## src/rtl/irq_seq_pkg.sv

```systemverilog
package irq_seq_pkg;

  typedef enum logic [2:0] {
    ST_IDLE = 3'd0,
    ST_ACK  = 3'd1,
    ST_RDL  = 3'd2,
    ST_RDH  = 3'd3,
    ST_RDW  = 3'd4
  } seq_st_e;

  typedef enum logic [1:0] {
    IM_INSTR   = 2'd0,
    IM_FIXED   = 2'd1,
    IM_TABLE8  = 2'd2,
    IM_TABLE16 = 2'd3
  } irq_mode_e;

endpackage

```

## src/rtl/irq_cfg_regs.sv

```systemverilog
module irq_cfg_regs
  import irq_seq_pkg::*;
#(
  parameter int BASE_W = 8
) (
  input  logic              clk,
  input  logic              rst_n,
  input  logic              wr_en,
  input  logic [1:0]        wr_mode,
  input  logic [BASE_W-1:0] wr_base,
  input  logic              wr_ie,
  input  logic              accept,
  output irq_mode_e         mode_q,
  output logic [BASE_W-1:0] base_q,
  output logic              ie_q
);

  irq_mode_e         mode_d;
  logic [BASE_W-1:0] base_d;
  logic              ie_d;

  always_comb begin
    mode_d = mode_q;
    base_d = base_q;
    ie_d   = ie_q;
    if (wr_en) begin
      mode_d = irq_mode_e'(wr_mode);
      base_d = wr_base;
      ie_d   = wr_ie;
    end
    // acceptance wins over a simultaneous write of the enable flag
    if (accept) ie_d = 1'b0;
  end

  always_ff @(posedge clk or negedge rst_n) begin
    if (!rst_n) begin
      mode_q <= IM_INSTR;
      base_q <= '0;
      ie_q   <= 1'b0;
    end else begin
      if (wr_en) begin
        mode_q <= mode_d;
        base_q <= base_d;
      end
      if (wr_en || accept) ie_q <= ie_d;
    end
  end

endmodule

```

## src/rtl/irq_tbl_addr.sv

```systemverilog
module irq_tbl_addr
  import irq_seq_pkg::*;
#(
  parameter int AW     = 16,
  parameter int VW     = 16,
  parameter int BASE_W = 8
) (
  input  irq_mode_e         mode,
  input  logic [BASE_W-1:0] base,
  input  logic [VW-1:0]     vec,
  output logic [AW-1:0]     tbl_addr
);

  localparam int             LOW_W     = AW - BASE_W;
  localparam logic [AW-1:0]  EVEN_MASK = ~AW'(1);

  logic [AW-1:0] wide_vec;
  logic [AW-1:0] raw;

  generate
    if (VW >= AW) begin : g_trunc
      assign wide_vec = vec[AW-1:0];
    end else begin : g_ext
      assign wide_vec = {{(AW-VW){1'b0}}, vec};
    end
  endgenerate

  always_comb begin
    if (mode == IM_TABLE16) raw = wide_vec;
    else                    raw = {base, wide_vec[LOW_W-1:0]};
    tbl_addr = raw & EVEN_MASK;
  end

endmodule

```

## src/rtl/irq_seq_fsm.sv

```systemverilog
module irq_seq_fsm
  import irq_seq_pkg::*;
#(
  parameter int            AW          = 16,
  parameter int            BASE_W      = 8,
  parameter logic [AW-1:0] FIXED_ENTRY = 16'h0038,
  parameter logic [AW-1:0] TRAP_ENTRY  = 16'h0000
) (
  input  logic              clk,
  input  logic              rst_n,
  input  logic              irq_req,
  input  logic              ie,
  input  logic              trap_req,
  input  irq_mode_e         cfg_mode,
  input  logic [BASE_W-1:0] cfg_base,
  input  logic [7:0]        bus_byte,
  input  logic [AW-1:0]     tbl_addr,
  input  logic [7:0]        mem_rdata,
  output irq_mode_e         snap_mode,
  output logic [BASE_W-1:0] snap_base,
  output logic              accept,
  output logic              ack,
  output logic              mem_rd,
  output logic [AW-1:0]     mem_addr,
  output logic              done,
  output logic [AW-1:0]     done_target,
  output logic              done_is_instr,
  output logic              done_is_trap
);

  seq_st_e       st_q, st_d;
  logic [AW-1:0] tbl_q;
  logic [7:0]    lo_q;
  logic          done_q, instr_q, trap_q;
  logic [AW-1:0] tgt_q;

  logic          fin, fin_instr, fin_trap;
  logic [AW-1:0] fin_tgt;

  always_comb begin
    st_d      = st_q;
    accept    = 1'b0;
    fin       = 1'b0;
    fin_instr = 1'b0;
    fin_trap  = 1'b0;
    fin_tgt   = '0;
    unique case (st_q)
      ST_IDLE: begin
        if (trap_req) begin
          fin      = 1'b1;
          fin_trap = 1'b1;
          fin_tgt  = TRAP_ENTRY;
        end else if (irq_req && ie) begin
          accept = 1'b1;
          st_d   = ST_ACK;
        end
      end
      ST_ACK: begin
        unique case (snap_mode)
          IM_INSTR: begin
            fin       = 1'b1;
            fin_instr = 1'b1;
            fin_tgt   = AW'(bus_byte);
            st_d      = ST_IDLE;
          end
          IM_FIXED: begin
            fin     = 1'b1;
            fin_tgt = FIXED_ENTRY;
            st_d    = ST_IDLE;
          end
          default: st_d = ST_RDL;
        endcase
      end
      ST_RDL: st_d = ST_RDH;
      ST_RDH: st_d = ST_RDW;
      ST_RDW: begin
        fin     = 1'b1;
        fin_tgt = AW'({mem_rdata, lo_q});
        st_d    = ST_IDLE;
      end
      default: st_d = ST_IDLE;
    endcase
  end

  always_ff @(posedge clk or negedge rst_n) begin
    if (!rst_n) begin
      st_q      <= ST_IDLE;
      snap_mode <= IM_INSTR;
      snap_base <= '0;
      tbl_q     <= '0;
      lo_q      <= '0;
      done_q    <= 1'b0;
      tgt_q     <= '0;
      instr_q   <= 1'b0;
      trap_q    <= 1'b0;
    end else begin
      st_q   <= st_d;
      done_q <= fin;
      if (accept) begin
        snap_mode <= cfg_mode;
        snap_base <= cfg_base;
      end
      if (st_q == ST_ACK) tbl_q <= tbl_addr;
      if (st_q == ST_RDH) lo_q  <= mem_rdata;
      if (fin) begin
        tgt_q   <= fin_tgt;
        instr_q <= fin_instr;
        trap_q  <= fin_trap;
      end
    end
  end

  assign ack           = (st_q == ST_ACK);
  assign mem_rd        = (st_q == ST_RDL) || (st_q == ST_RDH);
  assign mem_addr      = (st_q == ST_RDH) ? (tbl_q | AW'(1)) :
                         (st_q == ST_RDL) ? tbl_q : '0;
  assign done          = done_q;
  assign done_target   = tgt_q;
  assign done_is_instr = done_q & instr_q;
  assign done_is_trap  = done_q & trap_q;

endmodule

```

## src/rtl/irq_entry_seq.sv

```systemverilog
module irq_entry_seq
  import irq_seq_pkg::*;
#(
  parameter int            AW          = 16,
  parameter int            VW          = 16,
  parameter int            BASE_W      = 8,
  parameter logic [AW-1:0] FIXED_ENTRY = 16'h0038,
  parameter logic [AW-1:0] TRAP_ENTRY  = 16'h0000
) (
  input  logic              clk,
  input  logic              rst_n,
  input  logic              irq_req,
  output logic              irq_ack,
  input  logic [VW-1:0]     bus_data,
  input  logic              trap_req,
  input  logic              cfg_we,
  input  logic [1:0]        cfg_mode,
  input  logic [BASE_W-1:0] cfg_base,
  input  logic              cfg_ie,
  output logic              mem_rd,
  output logic [AW-1:0]     mem_addr,
  input  logic [7:0]        mem_rdata,
  output logic              done,
  output logic [AW-1:0]     done_target,
  output logic              done_is_instr,
  output logic              done_is_trap
);

  logic [1:0]        rst_ff;
  logic              rst_int_n;
  irq_mode_e         mode_q, snap_mode;
  logic [BASE_W-1:0] base_q, snap_base;
  logic              ie_q, accept;
  logic [AW-1:0]     tbl_addr;

  always_ff @(posedge clk or negedge rst_n) begin
    if (!rst_n) rst_ff <= 2'b00;
    else        rst_ff <= {rst_ff[0], 1'b1};
  end
  assign rst_int_n = rst_ff[1];

  irq_cfg_regs #(.BASE_W(BASE_W)) u_cfg (
    .clk(clk), .rst_n(rst_int_n), .wr_en(cfg_we), .wr_mode(cfg_mode),
    .wr_base(cfg_base), .wr_ie(cfg_ie), .accept(accept),
    .mode_q(mode_q), .base_q(base_q), .ie_q(ie_q)
  );

  irq_tbl_addr #(.AW(AW), .VW(VW), .BASE_W(BASE_W)) u_addr (
    .mode(snap_mode), .base(snap_base), .vec(bus_data), .tbl_addr(tbl_addr)
  );

  irq_seq_fsm #(
    .AW(AW), .BASE_W(BASE_W), .FIXED_ENTRY(FIXED_ENTRY), .TRAP_ENTRY(TRAP_ENTRY)
  ) u_fsm (
    .clk(clk), .rst_n(rst_int_n), .irq_req(irq_req), .ie(ie_q),
    .trap_req(trap_req), .cfg_mode(mode_q), .cfg_base(base_q),
    .bus_byte(bus_data[7:0]), .tbl_addr(tbl_addr), .mem_rdata(mem_rdata),
    .snap_mode(snap_mode), .snap_base(snap_base), .accept(accept),
    .ack(irq_ack), .mem_rd(mem_rd), .mem_addr(mem_addr), .done(done),
    .done_target(done_target), .done_is_instr(done_is_instr),
    .done_is_trap(done_is_trap)
  );

endmodule

```

## config.mk

```make
export PLATFORM = sky130hd
export DESIGN_NAME = irq_entry_seq
export DESIGN_NICKNAME = d
export VERILOG_FILES = /design/src/rtl/irq_seq_pkg.sv /design/src/rtl/irq_cfg_regs.sv /design/src/rtl/irq_tbl_addr.sv /design/src/rtl/irq_seq_fsm.sv /design/src/rtl/irq_entry_seq.sv
export SDC_FILE = /design/constraint.sdc
export NUM_CORES = 1
export LEC_CHECK = 0
export BUFFER_PORTS_ARGS = -buffer_cell sky130_fd_sc_hd__buf_2
export CORE_ASPECT_RATIO = 0.5
export CORE_MARGIN = 5
export CORE_UTILIZATION = 25
export DETAILED_ROUTE_END_ITERATION = 10
export SKIP_LAST_GASP = 1
export SLEW_MARGIN = 20
export SYNTH_ARGS = -nofsm -noshare
export SYNTH_HDL_FRONTEND = slang
export SYNTH_SLANG_ARGS = --single-unit
```

## constraint.sdc

```tcl
create_clock -name clk -period 3.3 [get_ports clk]
set_clock_uncertainty 0.15 [all_clocks]
set_input_delay 0.66 -clock clk [delete_from_list [all_inputs] [get_ports clk]]
set_output_delay 0.66 -clock clk [all_outputs]
set_load 0.005 [all_outputs]
```

==> flow_metrics.env <==
export IMPL_status="completed"
export IMPL_antenna_found_initial=0
export IMPL_synth_fp_nets=247
export IMPL_drtPass1Iterations=4
export IMPL_num_vias=1895
export IMPL_crit_required_ns=2.49
export IMPL_synth_area_sq_um=2840
export IMPL_initial_core_util_pct=25.7
export IMPL_htreeDepth=3
export IMPL_drt_iter0_drc=135
export IMPL_cts_clk_slew_worst_paths_ns=0.05
export IMPL_die_h_um=85.4
export IMPL_grt_setup_unrepaired="false"
export IMPL_io_buffers=76
export IMPL_fmax_mhz=352
export IMPL_vias_per_cell=4.33
export IMPL_drive_gt1_share_pct=46.4
export IMPL_grt_usage_pct=9.67
export IMPL_cts_setup_buffers=0
export IMPL_gp_congestion=0.750
export IMPL_reg2reg_from="u_fsm.st_q[1]"
export IMPL_clock_root_buffer="clkbuf_16"
export IMPL_grt_pass1_wl_mm=10.4
export IMPL_finalCritPeriodShare_pct=86.2
export IMPL_hp_class="register to register"
export IMPL_synth_area_leaders="dfrtp_1 (60%), mux2_2 (14%), and2_1 (5.1%)"
export IMPL_report_final_slew_viol_count=0
export IMPL_r2r_cells=4
export IMPL_tightestPinTransition_ns=0.808
export IMPL_maxCapViolCount=0
export IMPL_grt_start_max_net_pins=67
export IMPL_r2r_end="u_fsm.lo_q[2]"
export IMPL_ir_worst_vdd_mv=0.284
export IMPL_startpoint_type="register"
export IMPL_leakagePower_nw=1.81
export IMPL_cts_sinks=68
export IMPL_syn_instance_count=207
export IMPL_core_area_sq_um=11000
export IMPL_ctsHoldBuffers=1
export IMPL_syn_avg_cell_area_sq_um=13.7
export IMPL_ant_nets=0
export IMPL_die_x_um=161
export IMPL_hold_path_depth=0
export IMPL_pre_cts_slack_ns=0.773
export IMPL_synth_seq_cells=68
export IMPL_ys_warn_count=0
export IMPL_period_needed_ns=2.84
export IMPL_setup_viol=0
export IMPL_hp_start="rst_ff[0]"
export IMPL_grt_overflow_total=0
export IMPL_final_nets=328
export IMPL_synthToLayoutAreaGrowth_pct=29.4
export IMPL_power_mw=3.28
export IMPL_multiInputGateArea_sq_um=1060
export IMPL_cp_max_fo=17
export IMPL_clock_latency_ns=0.32
export IMPL_yosys_area_top_type="dfrtp_1"
export IMPL_cp_arrival_ns=2.03
export IMPL_hold_viol=0
export IMPL_drcViolationCount=0
export IMPL_die_area_sq_um=13700
export IMPL_wl_per_cell_um=14.5
export IMPL_cts_made_buffers=9
export IMPL_post_dp_hpwl_mm=4.52
export IMPL_netlist_area_leader_share_pct=59.8
export IMPL_design_area_sq_um=3680
export IMPL_cts_tree="built"
export IMPL_seq_area_sq_um=1700
export IMPL_ctsLongestPathBuffers=2
export IMPL_num_rows=27
export IMPL_cts_resized=0
export IMPL_diodes=0
export IMPL_routed_wl_mm=6.33
export IMPL_hold_end="rst_ff[1]"
export IMPL_setup_tns_final_ns=0
export IMPL_slew_headroom_pct=46.1
export IMPL_ios=77
export IMPL_reg2reg_slack_ns=1.11
export IMPL_synth_seq_area_share_pct=59.8
export IMPL_end_kind="output port"
export IMPL_nFillCells=1089
export IMPL_fin_util_pct=33.3
export IMPL_place_inst=421
export IMPL_dpl_cell_area_sq_um=3360
export IMPL_layoutNonFillerInstCount=438
export IMPL_setup_slack_ns=0.456
export IMPL_path_class="register to output port"
export IMPL_yosysUniqueCellTypes=31
export IMPL_fin_hold_ws_ns=0.195
export IMPL_p_per_area_nw_per_um2=891
export IMPL_grt_pass1_vias=2010
==> report_power, final <==
group          leakage, nW  switching (mW)  internal [mW]  total (mW)
logic                0.834           0.434          0.520       0.953
clock network        0.150           0.324          0.647       0.971
registers            0.831           0.206           1.15        1.36
total                 1.81           0.964           2.32        3.28
==> state kept, by name, summed over array words and instances, names as in the netlist <==
register           flops
u_fsm.trap_q           1
u_fsm.tbl_q           15
u_fsm.done_target     16
u_fsm.instr_q          1
u_fsm.snap_mode        2
u_fsm.done             1
u_fsm.snap_base        8
u_fsm.lo_q             8
u_cfg.mode_q           2
u_fsm.st_q             3
u_cfg.ie_q             1
u_cfg.base_q           8
rst_ff                 2
==> Yosys cell counts <==
master / n
buf_6: 2
buf_2: 3
nor2b_2: 1
clkbuf_1: 2
mux2_1: 1
conb_1: 1
nand2_2: 1
nor4b_4: 1
a21o_1: 1
mux2i_1: 9
mux2_2: 36
nor3_1: 3
nand2_1: 2
and2_1: 23
and2b_1: 1
a31oi_1: 1
inv_2: 1
or2_1: 1
o22a_1: 1
nor2_1: 11
nor3b_2: 1
a21oi_1: 8
nand4_1: 1
nor3b_4: 1
a21oi_4: 1
dfrtp_1: 68
a22o_1: 8
buf_4: 3
a221o_1: 8
inv_1: 3
o21a_1: 3
==> worst max-delay path, stage by stage, from the launching register on <==
cell and delay [ns]:
dfrtp_1 0.59, nor2b_2 0.59, nand2_2 0.28, inv_2 0.13
buf_2 0.12
==> cells by family after synthesis <==
group / share of synthesized area [%]
AO/OA/AOI/OAI: 8.84
buffers and inverters: 2.90
flip-flops: 59.8
multiplexers: 17.8
other: 0.132
AND/OR/NAND/NOR: 10.5
==> per-layer routing <==
metal | wire length (um) | track usage, % | vias to the layer above | part of all wire [%]
li1 | - | - | 898 | -
met1 | 2730 | 11.7 | 949 | 43
met2 | 3310 | 16.6 | 33 | 52
met3 | 161 | 2.18 | 15 | 2.5
met4 | 131 | 4.41 | 0 | 2.1
met5 | 0 | 0 | - | 0
==> final cells by class <==
| cell class | count | area share [%] |
|---|---|---|
| Clock buffer | 15 | 7.55 |
| Clock inverter | 1 | 0.816 |
| Inverter | 4 | 0.408 |
| Multi-Input combinational cell | 125 | 28.8 |
| Sequential cell | 68 | 46.3 |
| Tap cell | 145 | 4.93 |
| Timing Repair Buffer | 80 | 11.2 |
==> placed cells by master (no fill, tap or decap) <==
| master | n |
|---|---|
| inv_1 | 3 |
| dlygate4sd3_1 | 1 |
| nor3b_2 | 1 |
| nor2_1 | 11 |
| and2_1 | 23 |
| dfrtp_2 | 1 |
| nor3b_4 | 1 |
| a21o_1 | 1 |
| a221o_1 | 8 |
| a22o_1 | 8 |
| clkbuf_8 | 3 |
| mux2i_1 | 9 |
| bufinv_16 | 1 |
| nand4_1 | 1 |
| clkbuf_1 | 3 |
| clkbuf_16 | 9 |
| mux2_1 | 1 |
| buf_2 | 76 |
| a21oi_1 | 8 |
| nor3_1 | 3 |
| nand2_1 | 2 |
| o21a_1 | 3 |
| inv_2 | 1 |
| nor2b_2 | 1 |
| and2b_1 | 1 |
| mux2_2 | 36 |
| nor4b_4 | 1 |
| buf_4 | 3 |
| conb_1 | 1 |
| dfrtp_1 | 67 |
| a31oi_1 | 1 |
| a21oi_4 | 1 |
| nand2_2 | 1 |
| o22a_1 | 1 |
| or2_1 | 1 |
==> worst max path at each step <==
| stage | start | to | cells past startpoint |
|---|---|---|---|
| global placement | u_fsm.st_q[1] | mem_addr[0] | 4 |
| floorplan | rst_ff[1] | u_cfg.base_q[0] | 0 |
| global route | u_fsm.st_q[1] | mem_addr[0] | 4 |
| CTS | u_fsm.st_q[1] | mem_addr[0] | 4 |
| finish | u_fsm.st_q[1] | mem_addr[0] | 4 |
| detailed placement | u_fsm.st_q[1] | mem_addr[0] | 4 |
Power figures use the tool's default switching activity.
